### src/rtl/hdlc_stat_pkg.sv
package hdlc_stat_pkg;

    localparam int STAT_W   = 32;
    localparam int GROUP    = 4;   // entries per burst in four-word mode
    localparam int WORD_B   = 4;   // bytes per FIFO word
    localparam int REM_W    = $clog2(GROUP * WORD_B);
    localparam int BYTES_W  = $clog2(GROUP * WORD_B + 1);

    localparam int B_TXDONE = 5;
    localparam int B_TXAV   = 6;
    localparam int B_CTSLV  = 7;
    localparam int B_CTSCHG = 8;
    localparam int B_TXUR   = 9;
    localparam int B_RXAV   = 10;

    localparam logic [STAT_W-1:0] IRQ_MASK =
        (STAT_W'(1) << B_TXDONE) | (STAT_W'(1) << B_TXAV) |
        (STAT_W'(1) << B_CTSCHG) | (STAT_W'(1) << B_TXUR) |
        (STAT_W'(1) << B_RXAV);

    typedef enum logic {
        XFER_SINGLE = 1'b0,
        XFER_QUAD   = 1'b1
    } xfer_mode_e;

    typedef enum logic {
        SEL_STATUS = 1'b0,
        SEL_ENABLE = 1'b1
    } reg_sel_e;

    typedef struct packed {
        logic [REM_W-1:0]  rem;
        logic              tx_done;
        logic              tx_av;
        logic              cts_lvl;
        logic              cts_chg;
        logic              tx_ur;
        logic              rx_av;
        logic [STAT_W-1:0] ien;
    } stat_state_t;

endpackage

### src/rtl/hsr_cts_sync.sv
module hsr_cts_sync #(
    parameter int STAGES = 2
) (
    input  logic clk,
    input  logic rst_n,
    input  logic pin_n,
    output logic sync_n,
    output logic edge_seen
);

    logic [STAGES:0] chain_d;
    logic [STAGES:0] chain_q;

    always_comb begin
        chain_d[0] = pin_n;
        for (int i = 1; i <= STAGES; i++) begin
            chain_d[i] = chain_q[i-1];
        end
    end

    // stages 0..STAGES-1 synchronize, stage STAGES holds the previous value
    generate
        for (genvar g = 0; g <= STAGES; g++) begin : g_stage
            always_ff @(posedge clk or negedge rst_n) begin
                if (!rst_n) chain_q[g] <= 1'b1;
                else        chain_q[g] <= chain_d[g];
            end
        end
    endgenerate

    assign sync_n    = chain_q[STAGES-1];
    assign edge_seen = chain_q[STAGES-1] ^ chain_q[STAGES];

endmodule

### src/rtl/hsr_fifo_qual.sv
module hsr_fifo_qual #(
    parameter int DEPTH = 8,
    parameter int GROUP = 4,
    parameter int CW    = $clog2(DEPTH + 1)
) (
    input  logic [CW-1:0] level,
    input  logic          quad,
    input  logic          dma_en,
    input  logic          last_mark,
    output logic          avail
);

    logic any_entry;
    logic full_group;
    logic ready;

    assign any_entry  = (level != '0);
    assign full_group = (level >= CW'(GROUP));

    always_comb begin
        if (quad) ready = full_group | (any_entry & last_mark);
        else      ready = any_entry;
        avail = ready & ~dma_en;
    end

endmodule

### src/rtl/hsr_rem_calc.sv
module hsr_rem_calc
    import hdlc_stat_pkg::*;
(
    input  logic [BYTES_W-1:0] bytes,
    input  logic               quad,
    output logic [REM_W-1:0]   rem
);

    logic [BYTES_W-1:0] less_one;

    always_comb begin
        less_one = (bytes == '0) ? '0 : bytes - BYTES_W'(1);
        if (quad) rem = less_one[REM_W-1:0];
        else      rem = {{(REM_W-2){1'b0}}, less_one[1:0]};
    end

endmodule

### src/rtl/hdlc_stat_reg.sv
module hdlc_stat_reg
    import hdlc_stat_pkg::*;
#(
    parameter int TX_DEPTH   = 8,
    parameter int RX_DEPTH   = 8,
    parameter int CTS_STAGES = 2,
    parameter int TX_CW      = $clog2(TX_DEPTH + 1),
    parameter int RX_CW      = $clog2(RX_DEPTH + 1)
) (
    input  logic               clk,
    input  logic               rst_n,
    input  logic               cpu_wr,
    input  logic               cpu_addr,
    input  logic [STAT_W-1:0]  cpu_wdata,
    output logic [STAT_W-1:0]  cpu_rdata,
    output logic               irq,
    input  logic               quad_mode,
    input  logic               tx_dma_en,
    input  logic               rx_dma_en,
    input  logic [TX_CW-1:0]   tx_free,
    input  logic [RX_CW-1:0]   rx_fill,
    input  logic               rx_last_mark,
    input  logic               rx_frame_done,
    input  logic [BYTES_W-1:0] rx_end_bytes,
    input  logic               tx_close_sent,
    input  logic               tx_abort_sent,
    input  logic               tx_underrun,
    input  logic               cts_n
);

    stat_state_t        st_d;
    stat_state_t        st_q;
    logic               cts_sync_n;
    logic               cts_edge;
    logic               tx_av_w;
    logic               rx_av_w;
    logic [REM_W-1:0]   rem_w;
    logic               tx_empty;
    logic [STAT_W-1:0]  clr_bits;
    logic [STAT_W-1:0]  stat_word;
    logic [STAT_W-1:0]  ien_word;
    reg_sel_e           sel;

    hsr_cts_sync #(.STAGES(CTS_STAGES)) cts_i (
        .clk       (clk),
        .rst_n     (rst_n),
        .pin_n     (cts_n),
        .sync_n    (cts_sync_n),
        .edge_seen (cts_edge)
    );

    hsr_fifo_qual #(.DEPTH(TX_DEPTH), .GROUP(GROUP), .CW(TX_CW)) txq_i (
        .level     (tx_free),
        .quad      (quad_mode),
        .dma_en    (tx_dma_en),
        .last_mark (1'b0),
        .avail     (tx_av_w)
    );

    hsr_fifo_qual #(.DEPTH(RX_DEPTH), .GROUP(GROUP), .CW(RX_CW)) rxq_i (
        .level     (rx_fill),
        .quad      (quad_mode),
        .dma_en    (rx_dma_en),
        .last_mark (rx_last_mark),
        .avail     (rx_av_w)
    );

    hsr_rem_calc rem_i (
        .bytes (rx_end_bytes),
        .quad  (quad_mode),
        .rem   (rem_w)
    );

    assign sel      = reg_sel_e'(cpu_addr);
    assign tx_empty = (tx_free == TX_CW'(TX_DEPTH));
    assign clr_bits = (cpu_wr && sel == SEL_STATUS) ? (cpu_wdata & IRQ_MASK) : '0;

    // next-state: set events take priority over a same-cycle clear
    always_comb begin
        st_d = st_q;

        st_d.tx_done = (st_q.tx_done & ~clr_bits[B_TXDONE])
                     | ((tx_close_sent | tx_abort_sent) & tx_empty);
        st_d.cts_chg = (st_q.cts_chg & ~clr_bits[B_CTSCHG]) | cts_edge;
        st_d.tx_ur   = (st_q.tx_ur & ~clr_bits[B_TXUR]) | tx_underrun;

        st_d.tx_av   = tx_av_w;
        st_d.rx_av   = rx_av_w;
        st_d.cts_lvl = ~cts_sync_n;

        if (rx_frame_done) st_d.rem = rem_w;

        if (cpu_wr && sel == SEL_ENABLE) st_d.ien = cpu_wdata & IRQ_MASK;
    end

    always_ff @(posedge clk or negedge rst_n) begin
        if (!rst_n) st_q <= '0;
        else        st_q <= st_d;
    end

    always_comb begin
        stat_word                 = '0;
        stat_word[REM_W-1:0]      = st_q.rem;
        stat_word[B_TXDONE]       = st_q.tx_done;
        stat_word[B_TXAV]         = st_q.tx_av;
        stat_word[B_CTSLV]        = st_q.cts_lvl;
        stat_word[B_CTSCHG]       = st_q.cts_chg;
        stat_word[B_TXUR]         = st_q.tx_ur;
        stat_word[B_RXAV]         = st_q.rx_av;
        ien_word                  = st_q.ien;
    end

    assign cpu_rdata = (sel == SEL_ENABLE) ? ien_word : stat_word;
    assign irq       = |(stat_word & ien_word & IRQ_MASK);

endmodule

### config.mk
export PLATFORM = sky130hd
export DESIGN_NAME = hdlc_stat_reg
export DESIGN_NICKNAME = d
export VERILOG_FILES = /design/src/rtl/hdlc_stat_pkg.sv /design/src/rtl/hsr_cts_sync.sv /design/src/rtl/hsr_fifo_qual.sv /design/src/rtl/hsr_rem_calc.sv /design/src/rtl/hdlc_stat_reg.sv
export SDC_FILE = /design/constraint.sdc
export NUM_CORES = 1
export LEC_CHECK = 0
export ABC_AREA = 1
export ABC_CLOCK_PERIOD_IN_PS = 1000
export BUFFER_PORTS_ARGS = -buffer_cell sky130_fd_sc_hd__buf_4
export CORE_AREA = 5 5 60 62
export CTS_CLUSTER_SIZE = 24
export DETAILED_ROUTE_END_ITERATION = 10
export DIE_AREA = 0 0 65 67
export PLACE_DENSITY = 0.78
export SYNTH_ARGS = -nofsm -noshare
export SYNTH_HDL_FRONTEND = slang
export SYNTH_SLANG_ARGS = --single-unit
### constraint.sdc
create_clock -name clk -period 1 [get_ports clk]
set_clock_uncertainty 0.1 [all_clocks]
set_input_delay 0.2 -clock clk [delete_from_list [all_inputs] [get_ports clk]]
set_output_delay 0.2 -clock clk [all_outputs]
set_load 0.02 [all_outputs]
# Word-level counts from Yosys, hierarchy flattened
# Index checks and enable logic that the tools add are counted.
# totals
output_inout_bits	33
latch_bits	0
mem_bits_ro	0
mem_bits_rw	0
n_memories	0
reg_bits	18
input_bits	58
# op_classes
n_shift	0
reduce_logical	6
eq_ne	1
magnitude_cmp	2
mul	0
mux	6
n_div	0
n_bitwise	21
addsub	1
# ops
op	n
$and A11 B11 Y11	1
$mux W11	1
$mux W10	1
$ge A4 B3 Y1 const B	2
$mux W4	2
$reduce_bool A4 Y1	2
$and A1 B1 Y1	7
$not A1 Y1	7
$logic_not A5 Y1	1
$or A1 B1 Y1	5
$reduce_or A5 Y1	1
$eq A4 B4 Y1 const B	1
$sub A4 B1 Y4 const B	1
$logic_and A1 B1 Y1	2
$mux W1	2
$xor A1 B1 Y1	1

# Logic depth before layout (Yosys ltp)
# Gate-level depths: netlist of run 1.
# depth
ltp_word	6
ltp_mapped	7
depth_no_buf	7

# Cells and area by module
# A second synthesis of run 1 with hierarchy kept.
# hier_totals
cells_unflattened	164
hier_area_um2	1161.1
# modules_own_cells
mod	cells_each	n_inst	seq_area_each_um2	area_each_um2
hdlc_stat_reg	121	1	375.4	897.1
hsr_cts_sync	8	1	78.8	97.6
hsr_rem_calc	19	1	0.0	96.3
hsr_fifo_qual	8	2	0.0	35.0

# Least setup slack after synthesis of run 1
# No wires, ideal clock.
# synth_timing
path_kind	register to output
from	register st_q, in the netlist ien_word[8]
to	output port irq
slack_ns	-0.046
path_stages_with_launch	4
path_buffers	0
arrival_ns	0.746
path_cell_list	dfrtp_1 -> nand2_1 -> nand3_1 -> nand3b_1
# synth_between
elab_chain_cells	2
# synth_lines
item	line	text
start, declared	hdlc_stat_reg.sv:32	stat_state_t st_q;
start signal, assigned	hdlc_stat_reg.sv:98	else st_q <= st_d;
$and A11 B11 Y11	hdlc_stat_reg.sv:114	assign irq = |(stat_word & ien_word & IRQ_MASK);
$reduce_or A5 Y1	hdlc_stat_reg.sv:114	
end, declared	hdlc_stat_reg.sv:16	output logic irq,
# No other way between the ends.

# Final worst setup path of run 1
# layout_timing
from	register st_q[36] (netlist bit)
to	output port irq
# The elaborated chain is that of the path after synthesis.

==> results of run 1 <==
-- repair_timing --
item	4_1_cts	5_1_grt
gates resized for setup	12	11
hold buffers	4	0
endpoints found under the hold margin	21	0
endpoints found under the setup margin	11	11
buffers inserted	4	3
cloned	0	0
pin swaps	9	5
-- layer usage --
layer  vias to the layer above  wire length [µm]  GRT usage  part of all wire
li1                        509                 -          -                 -
met2                        44              1270      0.206              0.51
met1                       469               978      0.132              0.39
met4                         0                53     0.0844             0.021
met5                         -                 0          0                 0
met3                         4               216     0.0169             0.086
-- state kept, by name, indices dropped and copies added, names as in the netlist --
name	count
st_q	10
ien_word	5
cts_i.chain_d	1
cts_i.chain_q	1
cts_i.sync_n	1
-- cell type report --
cell class              instances  share of cell area
multi-input cells             103               0.313
flip-flops and latches         18               0.281
well taps                      33              0.0255
clock buffers                   4              0.0224
inverters                      17              0.0394
repair buffers                 62               0.319
-- metrics by stage --
step                      TNS [ns]  hold slack [ns]  worst slack, ns
after global routing         -3.74          0.00465           -0.534
final                        -3.02          0.00627           -0.451
after global placement      -0.900          -0.0215           -0.144
after CTS                    -3.19          0.00386           -0.454
after detailed placement     -1.11          -0.0196           -0.163
after floorplan            -0.0441           -0.196          -0.0441
-- tightest hold or removal path, stage by stage --
cell and delay [ns]:
buf_4 0.07, inv_1 0.03, nand2_1 0.06
-- power by group through the flow --
| stage | Sequential (mW) | Combinational, mW | Clock [mW] |
|---|---|---|---|
| 2_1_floorplan | 0.844 | 0.362 | 0 |
| 3_3_place_gp | 0.847 | 0.551 | 0 |
| 3_5_place_dp | 0.851 | 0.561 | 0 |
| 4_1_cts | 0.838 | 0.635 | 0.454 |
| 5_1_grt | 0.848 | 0.744 | 0.488 |
| 6_report | 0.840 | 0.677 | 0.431 |
-- worst paths after layout --
check | startpoint | endpoint | slack, ns | depth (start not counted)
setup reg to reg | ien_word[8] | ien_word[8] | 0.03 | 4
setup / recovery | st_q[36] | irq | -0.45 | 4
hold reg to reg | cts_i.chain_d[1] | cts_i.sync_n | 0.26 | 0
max in group asynchronous | rst_n | cts_i.chain_d[1] | 0.34 | 2
min in group asynchronous | rst_n | ien_word[8] | 0.21 | 2
hold / removal | tx_underrun | st_q[33] | 0.006 | 3
-- logic make-up after synthesis --
| group | Yosys count | share of synthesized area |
|---|---|---|
| and+or+nand+nor | 64 | 0.249 |
| buffers and inverters | 40 | 0.223 |
| DFF | 18 | 0.421 |
| AOI/OAI and AO/OA | 14 | 0.0754 |
| xor gates and xnor gates | 2 | 0.0162 |
| adders and majority gates | 1 | 0.0116 |
| other | 1 | 0.00348 |
-- placed cells by master (no fill, tap or decap), types with 4 or more instances in the layout --
cell type,n
buf_4,47
buf_6,11
conb_1,22
dfrtp_1,15
dlygate4sd3_1,4
inv_1,13
inv_2,4
nand2_1,36
nand2_2,6
nand3_1,5
nor2_1,10
o21ai_0,4
o21ai_1,4
==> metrics.txt, run 1 <==
later-pin clock latency in the skew report=0.28 ns; final worst slack=-0.451 ns; clk sink count=18; Placer Congestion=between 0.7 and 0.8; count leader, synth=nand2_1; Hold Vio Cnt, Final=0; Post-DP Area=1420 µm²; Combinational Power Share=0.348; fin cells=237; core area=2980 µm²; Routed wire per std cell=roughly 11 µm; DIE HEIGHT=approximately 67 µm; Top-Level Pins=91; synthesized flop and latch total=18; Leakage=0.888 nW; Worst EP required=0.70 ns; failing checks=setup timing; MaxCap Viol Count=0; Initial Util=0.362; number of global-route vias before repair=977; switching share of power=0.307; ys async rst share=1.00; DRT Pass-1 Iters=4; clk buf depth=2; Power Dens Cells=between 1000 and 1500 nW/µm²; clk root buf=clkbuf_4; Synth Instances=140; ratio of cells with drive above 1 in the final layout=0.412; Post-synth top cells=nand2_1, buf_4, inv_1; fill count=about 290; Largest stage delay, worst path=~0.39 ns; sw power=597 µW; worst path bufs/invs=1; CP delay by family, top=flip-flops; Cells after DPL=around 220; RSZ-0062 raised after global routing=yes; area of the multi-input gates=approximately 510 µm²; Synth area leader=dfrtp_1; pin count of the biggest net entering global routing=19; worst path cell trace=nand2_1 -> nand3_1 -> nand3b_1 -> buf_6; fmax=689 MHz; Worst Hold Class=in -> reg; CTS tree=yes; CP arrival=around 1.2 ns; Clock Pin Slew Worst Setup and Hold Paths=~0.090 ns; Layout area overhead=50.1%; WL final=2520 µm; ranking of synthesized cells by area=dfrtp_1, buf_4, nand2_1; Pwr Total=1.95 mW; register area share after synthesis=0.421; Slew Limit Fails=0; syn avg cell area=7.70 µm²; DIE WIDTH=65 µm; Post-Route Utilization=0.544; Synth Flop Type=dfrtp_1; Detail Placement HPWL=1990 µm; Detail Route Antenna Nets=0; Yosys cell types=23; Critical Path Source Type=register; NumNets Final=264; first-pass GRT wire length=3980 µm; total CTS buffers=3; Final Cell Area=about 1600 µm²; maximum VDD drop=around 0.47 mV; GRT Total Usage=0.118; Flop pwr share=0.431; Row Count=20; diode count=0; routed vias=1026; die area=4360 µm²; P_int=between 1 and 1.5 mW; final worst path period share=1.45; status=finished, violations left; crit-path max FO=2; htree depth=1; grt ovf=0; # setup viols final=11; vias per cell=4.33; FF/Latch Area=454 µm²; antenna violations before repair=0; clock share of power=0.221; Cell Area, Synth=1080 µm²; initial drt markers=24; Yosys warning total=0; critical setup path kind=reg -> out; crit path capture type=output port; Final min period=about 1.5 ns; CP max-delay cell=dfrtp_1; Synth top area share=0.348; drc violations=0; Post-synth EDFFs=0; IO Port Bufs=41
Note: power is estimated with default switching activity, not from simulation.
==> inputs of run 2 (changes only) <==
--- a/config.mk
+++ b/config.mk
@@ -8,10 +8,10 @@
 export ABC_AREA = 1
 export ABC_CLOCK_PERIOD_IN_PS = 1000
-export BUFFER_PORTS_ARGS = -buffer_cell sky130_fd_sc_hd__buf_4
 export CORE_AREA = 5 5 60 62
 export CTS_CLUSTER_SIZE = 24
 export DETAILED_ROUTE_END_ITERATION = 10
 export DIE_AREA = 0 0 65 67
-export PLACE_DENSITY = 0.78
+export DONT_BUFFER_PORTS = 1
+export PLACE_DENSITY = 0.51
 export SYNTH_ARGS = -nofsm -noshare
 export SYNTH_HDL_FRONTEND = slang
==> constraint.sdc (replaced) <==
create_clock -name clk -period 1 [get_ports clk]
set_clock_uncertainty 0.1 [all_clocks]
set_input_delay 0.1 -clock clk [delete_from_list [all_inputs] [get_ports clk]]
set_output_delay 0.1 -clock clk [all_outputs]
set_load 0.02 [all_outputs]
==> metrics.txt, run 2 (synthesis gave the netlist of run 1 again) <==
failing checks=hold timing, setup timing; Initial Util=0.362 (unchanged); Worst EP required=0.80 ns (+0.10 ns); worst path bufs/invs=0 (-1); crit-path max FO=2 (unchanged); Reg with most FFs=st_q; Combinational Power Share=0.320 (-0.028); pin count of the biggest net entering global routing=19 (unchanged); first-pass GRT wire length=4030 µm (+1.2%); FF/Latch Area=454 µm² (unchanged); antenna violations before repair=0 (unchanged); drc violations=0 (unchanged); Row Count=20 (unchanged); core area=2980 µm² (unchanged); status=finished, violations left; final worst path period share=1.32 (-0.129); MaxCap Viol Count=0 (unchanged); IO Port Bufs=0 (-100%); Placer Congestion=0.810 (+3.1%); commonest non-fill, non-tap cell in the layout=nand2_1; number of global-route vias before repair=914 (-6.4%); vias per cell=4.30 (-0.73%); slew at the pin with the worst max-slew slack=between 0.8 and 0.9 ns; most frequent cells in the layout=nand2_1, dlygate4sd3_1, conb_1, buf_4, dfrtp_1; Final min period=1.32 ns (-0.129 ns); switching share of power=0.322 (+0.0153); diode count=0 (unchanged); Detail Placement HPWL=1760 µm (-12%); NumNets Final=249 (-5.7%); sw power=610 µW (+2.2%); critical setup path kind=reg -> out; DIE HEIGHT=67 µm (unchanged); Leakage=0.843 nW (-5.1%); ratio of cells with drive above 1 in the final layout=0.265 (-0.147); max FFs per register=10 (unchanged); Clock Pin Slew Worst Setup and Hold Paths=0.11 ns (+0.02 ns); clk sink count=18 (unchanged); clk root buf=clkbuf_4; total CTS buffers=3 (unchanged); Worst Hold Class=in -> async; Critical Path Source Type=register; Flop pwr share=0.442 (+0.011); htree depth=1 (unchanged); RSZ-0062 raised after global routing=yes; clock share of power=0.238 (+0.017); CP delay by family, top=simple AND/OR/NAND/NOR gates; fill count=267 (-7.0%); Cells after DPL=181 (-18%); # setup viols final=11 (unchanged); area of the multi-input gates=536 µm² (+5.7%); CP arrival=1.12 ns (-0.03 ns); worst path cell trace=nand2_1 -> nand3_1 -> nand3b_1; hold_buf cts=27 (+23); Hold Vio Cnt, Final=15 (+15); clk buf depth=2 (unchanged); DP Worst Slack=0.00350 ns (+0.166 ns); Power Dens Cells=1200 nW/µm² (-0.24%); initial drt markers=37 (+54%); fmax=756 MHz (+9.8%); Hold WS=-0.146 ns (-0.152 ns); routed vias=954 (-7.0%); Layout area overhead=46.4%; die area=4360 µm² (unchanged); GRT Total Usage=0.124 (+0.00559); DRT Pass-1 Iters=4 (unchanged); DIE WIDTH=65 µm (unchanged); Largest stage delay, worst path=0.40 ns (about the same); Routed wire per std cell=12.5 µm (+18%); maximum VDD drop=0.385 mV (-17%); Detail Route Antenna Nets=0 (unchanged); Slew Limit Fails=0 (unchanged); Slew headroom=0.452; later-pin clock latency in the skew report=0.29 ns (about the same); setup TNS=-1.49 ns (+1.53 ns); CP max-delay cell=dfrtp_1; final worst slack=-0.322 ns (+0.129 ns); grt ovf=0 (unchanged); CTS tree=yes; WL final=2780 µm (+10%); P_int=1.28 mW (-4.9%); crit path capture type=output port; Top-Level Pins=91 (unchanged); fin cells=222 (-6.3%)
==> run 2: changes by cell type in the layout (fill, tap and decap cells not counted), sizes merged <==
cell and change:
dlygate4sd3 +19, buf -38, dlymetal6s4s +4
==> run 2: path summary, 6_finish.rpt <==
check | slack, ns | to | startpoint | cells past startpoint
max in group asynchronous | 0.43 | st_q[32] | rst_n | 1
max reg2reg | 0.06 | st_q[34] | cts_i.sync_n | 2
max | -0.32 | irq | ien_word[9] | 3
min in group clk | 0.04 | st_q[32] | rx_fill[0] | 3
min reg2reg | 0.26 | cts_i.sync_n | cts_i.chain_d[1] | 0
min | -0.15 | st_q[35] | rst_n | 1
==> run 2: per-layer routing <==
metal,track usage,part of all wire,vias up
met5,0,0,-
met4,0.0633,0.012,0
met3,0.0169,0.082,2
met2,0.231,0.53,47
met1,0.136,0.38,429
li1,-,-,476
==> run 2: power groups by stage <==
stage,combinational (mW),sequential (mW),clock [mW]
2_1_floorplan,0.359,0.844,0
3_3_place_gp,0.368,0.848,0
3_5_place_dp,0.373,0.849,0
4_1_cts,0.549,0.836,0.468
5_1_grt,0.660,0.843,0.502
6_report,0.607,0.837,0.451
==> run 2: repair_timing <==
action | CTS | global route
buffers inserted | 5 | 6
gates cloned | 0 | 0
pin swaps | 10 | 6
endpoints found under the setup margin | 11 | 36
hold endpoints to repair | 33 | 15
resized for setup | 20 | 13
==> run 2: final cells by class <==
class	instances	area share
inverter	17	0.0420
tap	33	0.0261
timing repair buffer	47	0.282
sequential	18	0.288
clock buffer	4	0.0230
multi-input combinational	103	0.339
==> run 2: stage by stage <==
step | total power, mW | cell area [µm²] | util
after floorplan | 1.20 | 1160 | -
after global placement | 1.22 | 1100 | 0.368
after detailed placement | 1.22 | 1100 | 0.368
after CTS | 1.85 | 1500 | 0.504
after global routing | 2.01 | 1580 | 0.530
final | 1.89 | 1580 | 0.530
